<file path="src/rtl/ival_timer.sv">
module ival_timer #(
  parameter int          NCH     = 4,
  parameter int          AW      = 8,
  parameter logic [31:0] ID_WORD = 32'h5A17_0100
) (
  input  logic          pclk,
  input  logic          presetn,
  input  logic          psel,
  input  logic          penable,
  input  logic          pwrite,
  input  logic [AW-1:0] paddr,
  input  logic [31:0]   pwdata,
  output logic [31:0]   prdata,
  input  logic          ext_tick,
  output logic          irq
);
  localparam logic [AW-1:0] A_ID   = AW'(8'h00);
  localparam logic [AW-1:0] A_CFG  = AW'(8'h10);
  localparam logic [AW-1:0] A_IE   = AW'(8'h14);
  localparam logic [AW-1:0] A_STS  = AW'(8'h18);
  localparam logic [AW-1:0] A_EN   = AW'(8'h1C);

  logic [NCH-1:0][31:0] cnt_r, rld_r;
  logic [NCH-1:0][3:0]  ctl_r;
  logic [NCH-1:0]       en_r, ie_r, sts_r, pre_r;
  logic [2:0]           xs_r;

  wire wr       = psel & penable & pwrite;
  wire ext_rise = xs_r[1] & ~xs_r[2];

  always_ff @(posedge pclk or negedge presetn)
    if (!presetn) xs_r <= '0;
    else          xs_r <= {xs_r[1:0], ext_tick};

  for (genvar c = 0; c < NCH; c++) begin : g_ch
    localparam logic [AW-1:0] BASE = AW'(32'h20 + 32'h10 * c);
    wire w_ctl   = wr && paddr == BASE;
    wire w_rld   = wr && paddr == BASE + AW'(4);
    wire w_cnt   = wr && paddr == BASE + AW'(8);
    wire w_en    = wr && paddr == A_EN;
    wire en_rise = w_en && pwdata[4*c] && !en_r[c];
    wire run     = en_r[c] && ctl_r[c][2:0] == 3'd1 && (ctl_r[c][3] || ext_rise);
    wire expire  = run && cnt_r[c] == '0;

    always_ff @(posedge pclk or negedge presetn) begin
      if (!presetn) begin
        cnt_r[c] <= '0;
        rld_r[c] <= '0;
        ctl_r[c] <= '0;
        en_r[c]  <= 1'b0;
        ie_r[c]  <= 1'b0;
        sts_r[c] <= 1'b0;
        pre_r[c] <= 1'b0;
      end else begin
        if (w_ctl) ctl_r[c] <= pwdata[3:0];
        if (w_rld) rld_r[c] <= pwdata;
        if (w_en)  en_r[c]  <= pwdata[4*c];
        if (wr && paddr == A_IE) ie_r[c] <= pwdata[4*c];

        if (w_cnt) begin
          cnt_r[c] <= pwdata;
          if (!en_r[c]) pre_r[c] <= 1'b1;
        end else if (en_rise) begin
          if (!pre_r[c]) cnt_r[c] <= rld_r[c];
          pre_r[c] <= 1'b0;
        end else if (run) begin
          cnt_r[c] <= expire ? rld_r[c] : cnt_r[c] - 32'd1;
        end

        if (expire) sts_r[c] <= 1'b1;
        else if (wr && paddr == A_STS && pwdata[4*c]) sts_r[c] <= 1'b0;
      end
    end
  end

  always_comb begin
    prdata = '0;
    case (paddr)
      A_ID:  prdata = ID_WORD;
      A_CFG: prdata = 32'(NCH);
      A_IE:  for (int c = 0; c < NCH; c++) prdata[4*c] = ie_r[c];
      A_STS: for (int c = 0; c < NCH; c++) prdata[4*c] = sts_r[c];
      A_EN:  for (int c = 0; c < NCH; c++) prdata[4*c] = en_r[c];
      default: ;
    endcase
    for (int c = 0; c < NCH; c++) begin
      if (paddr == AW'(32'h20 + 32'h10 * c)) prdata = {28'd0, ctl_r[c]};
      if (paddr == AW'(32'h24 + 32'h10 * c)) prdata = rld_r[c];
      if (paddr == AW'(32'h28 + 32'h10 * c)) prdata = cnt_r[c];
    end
  end

  assign irq = |(sts_r & ie_r);
endmodule

</file>
<file path="config.mk">
export PLATFORM = sky130hd
export DESIGN_NAME = ival_timer
export DESIGN_NICKNAME = d
export VERILOG_FILES = /design/src/rtl/ival_timer.sv
export SDC_FILE = /design/constraint.sdc
export NUM_CORES = 1
export LEC_CHECK = 0
export ABC_AREA = 1
export BUFFER_PORTS_ARGS = -buffer_cell sky130_fd_sc_hd__buf_2
export CORE_ASPECT_RATIO = 0.75
export CORE_MARGIN = 2
export CORE_UTILIZATION = 50
export CTS_CLUSTER_DIAMETER = 200
export CTS_CLUSTER_SIZE = 14
export DETAILED_ROUTE_END_ITERATION = 8
export PLACE_DENSITY = 0.65
export SLEW_MARGIN = 10
export SYNTH_ARGS = -nofsm -noshare
export SYNTH_HDL_FRONTEND = slang
export SYNTH_SLANG_ARGS = --single-unit
</file>
<file path="constraint.sdc">
create_clock -name pclk -period 2.7 [get_ports pclk]
set_clock_uncertainty 0.1 [all_clocks]
set_input_delay 0.27 -clock pclk [delete_from_list [all_inputs] [get_ports pclk]]
set_output_delay 0.27 -clock pclk [all_outputs]
set_load 0.01 [all_outputs]
</file>
==> results.cfg, run 1 <==
[worst_setup_path]
r2r_setup_slack_ns = 0.16
end_kind = primary output
slowest_stage = nand3_1
worstPathRequired_ns = 2.33
crit_family = simple AND/OR/NAND/NOR gates
critical_path.max_stage_delay_ns = 0.29
crit_type = input port to primary output
cp.arrival_ns = 2.25
critPathLaunchType = input port
r2r-end = cnt_r[113]$_DFFE_PN0P_
endpoint = prdata[0]
cp_num_buf_inv = 4
path_cells = buf_2 > nor2_1 > nand3_1 > inv_1 > nand2_1 > buf_4 > or2_2 > nand2_1 > nand4_1 > nor2_1 > nand4_1 > buf_2
reg2reg_depth = 8
crit_cells = 12
cp-startpoint = paddr[7]
regToRegStartpoint = cnt_r[98]$_DFFE_PN0P_
cp_max_fo = 4

[floorplanning]
fp.dieArea_um2 = 37100
start_util = 0.511
coreArea_um2 = 34800
num_rows = 59
pin_count = 79
fp.dieH_um = 167
fp.dieW_um = 222

[clock_tree]
htreeDepth = 1
clkTransAtPathRegs_ns = 0.07
cts_root_buf = clkbuf_16
postCtsSetupBuffers = 0
cts_sinks = 291
cts_buffer_depth = 3
numCtsBuffers = 24
insertion_delay_ns = 0.56
cts_tree = yes

[grt]
antenna_found_initial = 0
grt_pass1_vias = 16800
grt_pass1_wl_um = 105000
grt_util_all_layers = 0.369
grt_overflow = 0
grt_max_degree = 77

[place]
place_inst = 2927
pre_cts_slack_ns = 0.0358
numPortBuffers = 78
placed_cell_area_um2 = 19200
finalWeightedCongestion = 1.02
dp_hpwl_um = 51800

[sta]
setup_slack_ns = 0.0846
setup_viol = 0
hold_viol_final = 0
max_slew_margin = 0.465
worst_slew_pin_slew_ns = 0.801
final.period_utilization = 0.969
whs_ns = 0.00153
timing.fmax_ghz = 0.382
grt_setup_unrepaired = false
min_period_ns = 2.62
setup_tns_ns = 0
drv_slew = 0

[job]
maxCapViolCount = 0

[final_layout]
nets = 2562
stdcell_area_um2 = 20000
fill_cells = 3398
utilization = 0.575
syn2layout_area_growth_pct = 12.6
antenna_cells = 0
final_cells = 2969
drive_gt1_frac = 0.115

[power]
power_leakage_nw = 9.39
total_power_mw = 11.1
peakVddDrop_v = 0.000443
cellPowerDensity_nw_per_um2 = 554

[yosys]
synth_edf_count = 0
syn-cell-area_um2 = 17800
yosysSeqAreaShare = 0.409
synthArstFlopShare = 1.00
synthCells = 2406
ys_ff_latch = 291
yosysWarnings = 0
syn-num-nets = 2456
synthDistinctLibCells = 45
synth.avg_cell_area_um2 = 7.40
ys.flop_type = dfrtp_1

[drt]
vias = 18100
wl_per_cell_um = 23.2
drt-initial-drc-count = 2503
drc_errors = 0
drt-total-wl_um = 69000
vias_per_cell = 6.10
ant_nets = 0
dr.pass1.iters = 6

[worst_hold_path]
min_path_type = input port to flip-flop

[run_status]
status = complete, no violations
## tightest hold or removal path: cells and delay by family
kind	cells	cell delay, ns
buffers and inverters	1	0.18
AOI/OAI and AO/OA	2	0.17
## final cells by class
type / instances / area (um^2) / share of cell area
well taps: 457 / 572 / 0.0285
clock buffers: 25 / 626 / 0.0312
inverters: 194 / 731 / 0.0365
flip-flops and latches: 291 / 7280 / 0.363
clock inverters: 1 / 5.00 / 0.000250
repair buffers: 195 / 1510 / 0.0756
multi-input cells: 1806 / 9310 / 0.464
## layout by cell type, fill, tap and decap left out, types with 12 or more instances in the layout
cell type / n
nor2_2: 17
o22ai_1: 13
dfrtp_1: 291
o21ai_1: 62
nand3_1: 112
buf_2: 77
xor2_1: 59
buf_4: 87
nand4_1: 42
a22oi_1: 102
dlygate4sd3_1: 14
nor2_1: 260
buf_12: 16
o211ai_1: 62
nor3_1: 19
a21oi_1: 77
o31ai_1: 22
o21ai_0: 283
clkbuf_16: 25
o2111ai_1: 12
inv_1: 184
nand2_1: 563
xnor2_1: 27
## state kept, by name, indices dropped and copies added, names as in the netlist
name,cells
sts_r,4
en_r,4
ctl_r,16
ie_r,4
xs_r,3
rld_r,128
pre_r,4
cnt_r,128
## layer usage
metal	track usage	up-vias	part of all wire
met5	0	-	0
met4	0.130	0	0.040
met3	0.0593	147	0.086
met2	0.564	869	0.44
met1	0.533	8747	0.44
li1	-	8359	-
## worst min path at each step
stage	start	end	slack, ns	cells after the start
final	pwdata[13]	cnt_r[45]$_DFFE_PN0P_	0.002	3
after detailed placement	presetn	rld_r[15]$_DFFE_PN0P_	0.09	1
after global placement	presetn	rld_r[15]$_DFFE_PN0P_	0.09	1
after global routing	pwdata[26]	cnt_r[90]$_DFFE_PN0P_	0.01	3
after floorplan	presetn	cnt_r[0]$_DFFE_PN0P_	-0.13	0
after CTS	pwdata[6]	cnt_r[38]$_DFFE_PN0P_	0.001	3
## what timing repair did
item / in CTS / in global routing
hold buffers: 13 / 1
hold endpoints to repair: 310 / 1
resized for setup: 0 / 11
endpoints found under the setup margin: 0 / 35
## cells in the mapped netlist (8+ instances only)
cell / count / area [um^2]
clkbuf_1: 56 / 210
buf_2: 51 / 255
o2111ai_1: 12 / 105
inv_1: 184 / 691
a21oi_1: 77 / 385
a22oi_1: 102 / 766
o211ai_1: 62 / 465
nand4_1: 42 / 263
inv_2: 10 / 37.5
xor2_1: 59 / 517
nor3_1: 19 / 95.1
nand2_1: 568 / 2130
o31ai_1: 22 / 165
dfrtp_1: 291 / 7280
xnor2_1: 27 / 236
o22ai_1: 13 / 81.3
nor2_1: 269 / 1010
a22oi_2: 10 / 125
o21ai_0: 283 / 1420
nand3_1: 113 / 566
nor2_2: 13 / 81.3
or2_2: 8 / 50.1
o21ai_1: 62 / 310
## cell families after synthesis
family | share of synthesized area
xor+xnor | 0.0423
simple gates | 0.252
fa+ha+maj | 0.00281
buf+inv | 0.0721
flops | 0.409
compound gates | 0.222
## where the power goes
group | total (mW) | switching (mW) | leakage (nW) | internal [mW]
registers | 4.77 | 0.241 | 3.94 | 4.53
clock network | 3.30 | 1.67 | 0.312 | 1.63
logic | 3.02 | 1.92 | 5.13 | 1.10
Note: power is estimated with default switching activity, not from simulation.
==> run 2, diff against run 1 <==
--- a/config.mk
+++ b/config.mk
@@ -5,7 +5,6 @@
 export SDC_FILE = /design/constraint.sdc
 export NUM_CORES = 1
 export LEC_CHECK = 0
-export ABC_AREA = 1
 export BUFFER_PORTS_ARGS = -buffer_cell sky130_fd_sc_hd__buf_2
 export CORE_ASPECT_RATIO = 0.75
 export CORE_MARGIN = 2
==> results.cfg, run 2 <==
[run_status]
status = finished with violations
violations = setup timing

[sta]
final.period_utilization = 1.04
timing.fmax_ghz = 0.356
setup_viol = 19
min_period_ns = 2.81
worst_slew_pin_slew_ns = 0.721
setup_slack_ns = -0.106
max_slew_margin = 0.519
hold_viol_final = 0
setup_tns_ns = -0.552
grt_setup_unrepaired = true
drv_slew = 0

[floorplanning]
pin_count = 79
fp.dieArea_um2 = 38500
coreArea_um2 = 36100
num_rows = 60
start_util = 0.511
fp.dieH_um = 170
fp.dieW_um = 226

[yosys]
synth_compound_area_frac = 0.233
netlist.area_leader.share = 0.395
synth_commonest_cells = dfrtp_1 (291), nand2_1 (244), nor2_1 (179), o21ai_0 (135), mux2_2 (128)
synth.avg_cell_area_um2 = 8.77
yosysSeqAreaShare = 0.395
synth.area.mux_share = 0.0907
synthXorXnorAreaFrac = 0.0290
synth_top_area_cell = dfrtp_1
syn-num-nets = 2153
ys.flop_type = dfrtp_1
ys_ff_latch = 291
synthDistinctLibCells = 84
syn-cell-area_um2 = 18400
synth_edf_count = 0
yosys.area_share.simple = 0.210
synth.top_cells.by_area = dfrtp_1 (39%), mux2_2 (7.8%), nand2_1 (5.0%), o21ai_0 (3.7%), nor2_1 (3.6%)
synth_top_family_by_area = compound AO/OA/AOI/OAI gates
synthCells = 2103
synthArstFlopShare = 1.00
synth_most_common_cell = dfrtp_1
yosysWarnings = 0
synth_adder_area_share = 0.00271

[grt]
antenna_found_initial = 1
grt_pass1_wl_um = 120000
grt_pass1_vias = 18800
grt_util_all_layers = 0.415
grt_overflow = 0
grt_max_degree = 93

[drt]
dr.pass1.iters = 6
ant_nets = 0
drt-initial-drc-count = 3001
wl_per_cell_um = 27.3
drc_errors = 0
drt-total-wl_um = 81000
vias = 20300
vias_per_cell = 6.83

[final_layout]
final_common_cell = buf_4
utilization = 0.660
nets = 2525
final_cells = 2972
fill_cells = 3016
final_cell_mix = buf_4 (357), dfrtp_1 (291), nand2_1 (244), nor2_1 (163), mux2_2 (128)
drive_gt1_frac = 0.306
largestRegisters = cnt_r: 128 flops, rld_r: 128 flops, ctl_r: 16 flops
syn2layout_area_growth_pct = 29.1

[worst_setup_path]
crit_cells = 8
critical_path.max_stage_delay_ns = 0.58
worstPathRequired_ns = 3.10
critPathLaunchType = flip-flop
path_cells = or4_4 > or4b_4 > nor4_4 > buf_4 > or2_4 > buf_8 > mux2i_1 > a22o_1
cp_num_buf_inv = 2
end_kind = flip-flop
crit_family = simple AND/OR/NAND/NOR gates
cp.arrival_ns = 3.21
crit_type = flip-flop to flip-flop
cp_max_fo = 6
reg2reg_depth = 8
slowest_stage = or4_4

[clock_tree]
numCtsBuffers = 24
cts_root_buf = clkbuf_16
htreeDepth = 1
cts_buffer_depth = 3
cts_sinks = 291
insertion_delay_ns = 0.57
cts_tree = yes
clkTransAtPathRegs_ns = 0.08

[place]
numPortBuffers = 78
place_inst = 2895
finalWeightedCongestion = 1.04
dp_hpwl_um = 61000
pre_cts_slack_ns = -0.256

[worst_hold_path]
min_path_type = input port to flip-flop
holdPathStages = 3

[power]
cellPowerDensity_nw_per_um2 = 385
total_power_mw = 9.17
peakVddDrop_v = 0.000417
power_leakage_nw = 10.7

[job]
maxCapViolCount = 0
## run 2: what timing repair did
action,4_1_cts,5_1_grt
pin swaps,15,38
hold buffers,29,0
gates resized for setup,39,113
gates cloned,0,2
endpoints found under the hold margin,133,0
setup endpoints to repair,66,125
buffers inserted,8,12
## run 2: final timing paths
| kind | startpoint | end | slack, ns |
|---|---|---|---|
| worst max-delay path | cnt_r[52]$_DFFE_PN0P_ | cnt_r[45]$_DFFE_PN0P_ | -0.11 |
| worst min-delay path | pwdata[1] | rld_r[65]$_DFFE_PN0P_ | 0.03 |
| worst max register to register | cnt_r[52]$_DFFE_PN0P_ | cnt_r[45]$_DFFE_PN0P_ | -0.11 |
| worst min register to register | xs_r[0]$_DFF_PN0_ | xs_r[1]$_DFF_PN0_ | 0.29 |
| max in group asynchronous | presetn | ctl_r[0]$_DFFE_PN0P_ | 1.45 |
| min in group asynchronous | presetn | cnt_r[112]$_DFFE_PN0P_ | 0.12 |
## run 2: final cells by class
type | count | area (um^2) | area share
sequential | 291 | 7280 | 0.306
tap | 496 | 621 | 0.0261
antenna | 1 | 2.50 | 0.000105
timing repair buffer | 509 | 4150 | 0.174
clock buffer | 25 | 626 | 0.0263
multi-input combinational | 1637 | 11100 | 0.466
clock inverter | 1 | 5.00 | 0.000210
inverter | 12 | 45.0 | 0.00189
## run 2: through the flow
| stage | hold WS [ns] | cell area, um^2 |
|---|---|---|
| 2_1_floorplan | -0.126 | 18500 |
| 3_3_place_gp | 0.132 | 22100 |
| 3_5_place_dp | 0.135 | 22100 |
| 4_1_cts | 0.0179 | 23200 |
| 5_1_grt | 0.0560 | 23800 |
| 6_report | 0.0277 | 23800 |
## run 2: worst register-to-register path: stages (launching register included)
cell	delay (ns)
dfrtp_1	0.38
or4_4	0.59
or4b_4	0.55
nor4_4	0.28
buf_4	0.19
or2_4	0.14
buf_8	0.14
mux2i_1	0.23
a22o_1	0.16
## run 2: cells by family (layout without fill, tap and decap cells)
logic type      Yosys count  count (layout)
flops                   291             291
mux                     151             151
buf+inv                 175             547
other cells               0               1
xor+xnor                 61              61
compound gates          636             636
fa+ha+maj                 4               4
simple gates            785             785
## run 2: routing by layer
layer | track usage | share of wire | vias to the layer above
met5 | 0 | 0 | -
li1 | - | - | 8680
met1 | 0.616 | 0.42 | 9889
met3 | 0.0905 | 0.12 | 225
met2 | 0.590 | 0.41 | 1502
met4 | 0.145 | 0.041 | 0
## run 2: power breakdown
part / leakage, nW / switching (mW) / internal (mW) / total, mW
sequential: 3.89 / 0.116 / 4.45 / 4.57
combinational: 6.54 / 0.764 / 0.528 / 1.29
clock: 0.312 / 1.68 / 1.63 / 3.31
total: 10.7 / 2.56 / 6.61 / 9.17
==> run 3, diff against run 2 <==
--- a/config.mk
+++ b/config.mk
@@ -12,8 +12,9 @@
 export CTS_CLUSTER_DIAMETER = 200
 export CTS_CLUSTER_SIZE = 14
 export DETAILED_ROUTE_END_ITERATION = 8
+export GPL_TIMING_DRIVEN = 0
 export PLACE_DENSITY = 0.65
-export SLEW_MARGIN = 10
+export SLEW_MARGIN = 20
 export SYNTH_ARGS = -nofsm -noshare
 export SYNTH_HDL_FRONTEND = slang
 export SYNTH_SLANG_ARGS = --single-unit
==> results.cfg, run 3 (same netlist as run 2, synthesis figures left out) <==
[worst_setup_path]
slowest_stage = or4b_4
cp.arrival_ns = 3.25
r2r_setup_slack_ns = -0.20
worstPathRequired_ns = 3.06
regToRegStartpoint = cnt_r[51]$_DFFE_PN0P_
reg2reg_depth = 9
critPathLaunchType = flip-flop
cp_max_fo = 6
critical_path.max_stage_delay_ns = 0.59
r2r-end = cnt_r[40]$_DFFE_PN0P_
end_kind = flip-flop
crit_type = flip-flop to flip-flop
path_cells = or4_4 > or4b_4 > nor4_4 > buf_4 > or2_1 > buf_6 > buf_8 > a21oi_2 > a22o_1
crit_family = simple AND/OR/NAND/NOR gates
cp_num_buf_inv = 3

[floorplanning]
coreArea_um2 = 36100
start_util = 0.511
fp.dieH_um = 170
fp.dieArea_um2 = 38500
pin_count = 79
fp.dieW_um = 226
num_rows = 60

[clock_tree]
numCtsBuffers = 24
clkTransAtPathRegs_ns = 0.08
cts_root_buf = clkbuf_16
insertion_delay_ns = 0.57
htreeDepth = 1
cts_sinks = 291
cts_tree = yes
cts_buffer_depth = 3

[power]
peakVddDrop_v = 0.000439
cellPowerDensity_nw_per_um2 = 389
power_leakage_nw = 10.5
total_power_mw = 9.33

[worst_hold_path]
hp-start = pwdata[27]
holdPathStages = 3
min_path_type = input port to flip-flop
hold_path_end = rld_r[91]$_DFFE_PN0P_

[sta]
final.period_utilization = 1.07
timing.fmax_ghz = 0.345
grt_setup_unrepaired = true
worst_slew_pin_slew_ns = 0.951
setup_slack_ns = -0.195
setup_viol = 50
max_slew_margin = 0.366
min_period_ns = 2.90
drv_slew = 0
hold_viol_final = 0

[final_layout]
syn2layout_area_growth_pct = 30.0
largestRegisters = cnt_r: 128 flops, rld_r: 128 flops, ctl_r: 16 flops
final_cell_mix = dfrtp_1 (270), nand2_1 (230), nor2_1 (157), buf_4 (137), mux2_2 (126)
stdcell_area_um2 = 24000
nets = 2435
final_common_cell = dfrtp_1
drive_gt1_frac = 0.317

[grt]
grt_max_degree = 96
grt_pass1_vias = 19200
antenna_found_initial = 3
grt_pass1_wl_um = 132000
grt_overflow = 0
grt_util_all_layers = 0.473

[drt]
drt-initial-drc-count = 3804
dr.pass1.iters = 8
vias = 21200
ant_nets = 0
drc_errors = 0
vias_per_cell = 7.35
drt-total-wl_um = 94100
wl_per_cell_um = 32.7

[run_status]
status = finished with violations
violations = setup timing

[place]
placed_cell_area_um2 = 19700
dp_hpwl_um = 68300
finalWeightedCongestion = 1.06
numPortBuffers = 76

[job]
maxCapViolCount = 0
[run 3: layout make-up]
type,instances,area (um^2)
Antenna cell,2,5.00
Buffer,144,1020
Clock buffer,25,626
Clock inverter,1,5.00
Fill cell,2990,12100
Inverter,12,48.8
Multi-Input combinational cell,1638,12000
Sequential cell,291,7310
Tap cell,496,621
Timing Repair Buffer,274,2360
[run 3: power by group]
| part | internal (mW) | switching, mW | total, mW |
|---|---|---|---|
| sequential | 4.45 | 0.157 | 4.61 |
| combinational | 0.526 | 0.814 | 1.34 |
| clock | 1.63 | 1.75 | 3.38 |
| total | 6.61 | 2.72 | 9.33 |
[run 3: metrics by stage]
step,setup TNS (ns),util,instances,hold slack [ns],setup WS (ns)
final,-4.00,0.664,2883,0.0137,-0.195
after floorplan,0,-,2103,-0.126,0.00716
after global routing,-6.50,0.664,2882,0.0156,-0.228
after global placement,-1606.06,0.540,2675,0.244,-4.36
after CTS,-4.89,0.629,2824,0.00716,-0.191
after detailed placement,-250.51,0.545,2682,0.0683,-1.84
[run 3: per-layer routing]
metal / wire, um / up-vias / GRT usage / share of wire
met5: 0 / - / 0 / 0
met4: 4430 / 0 / 0.169 / 0.047
met2: 35200 / 1937 / 0.606 / 0.37
met1: 37700 / 10400 / 0.691 / 0.40
met3: 16800 / 324 / 0.208 / 0.18
li1: - / 8525 / - / -
[run 3: worst min-delay path: cells and delay by family]
family | cells | cell delay (ns)
buf+inv | 1 | 0.21
simple gates | 2 | 0.15
[run 3: repair_timing]
item / in CTS / in global routing
setup endpoints to repair: 243 / 181
gates cloned: 7 / 5
resized for setup: 362 / 233
buffers inserted: 92 / 62
hold endpoints to repair: 266 / 0
hold buffers: 28 / 0
pin swaps: 100 / 85
[run 3: how the worst max path moves through the flow]
| stage | startpoint | endpoint | slack, ns | cells after the start |
|---|---|---|---|---|
| final | cnt_r[51]$_DFFE_PN0P_ | cnt_r[40]$_DFFE_PN0P_ | -0.20 | 9 |
| after global routing | cnt_r[51]$_DFFE_PN0P_ | cnt_r[40]$_DFFE_PN0P_ | -0.23 | 9 |
| after CTS | cnt_r[32]$_DFFE_PN0P_ | cnt_r[40]$_DFFE_PN0P_ | -0.19 | 12 |
| after detailed placement | paddr[4] | cnt_r[22]$_DFFE_PN0P_ | -1.84 | 8 |
| after global placement | presetn | ctl_r[1]$_DFFE_PN0P_ | -4.36 | 1 |
| after floorplan | paddr[6] | prdata[10] | 0.007 | 7 |
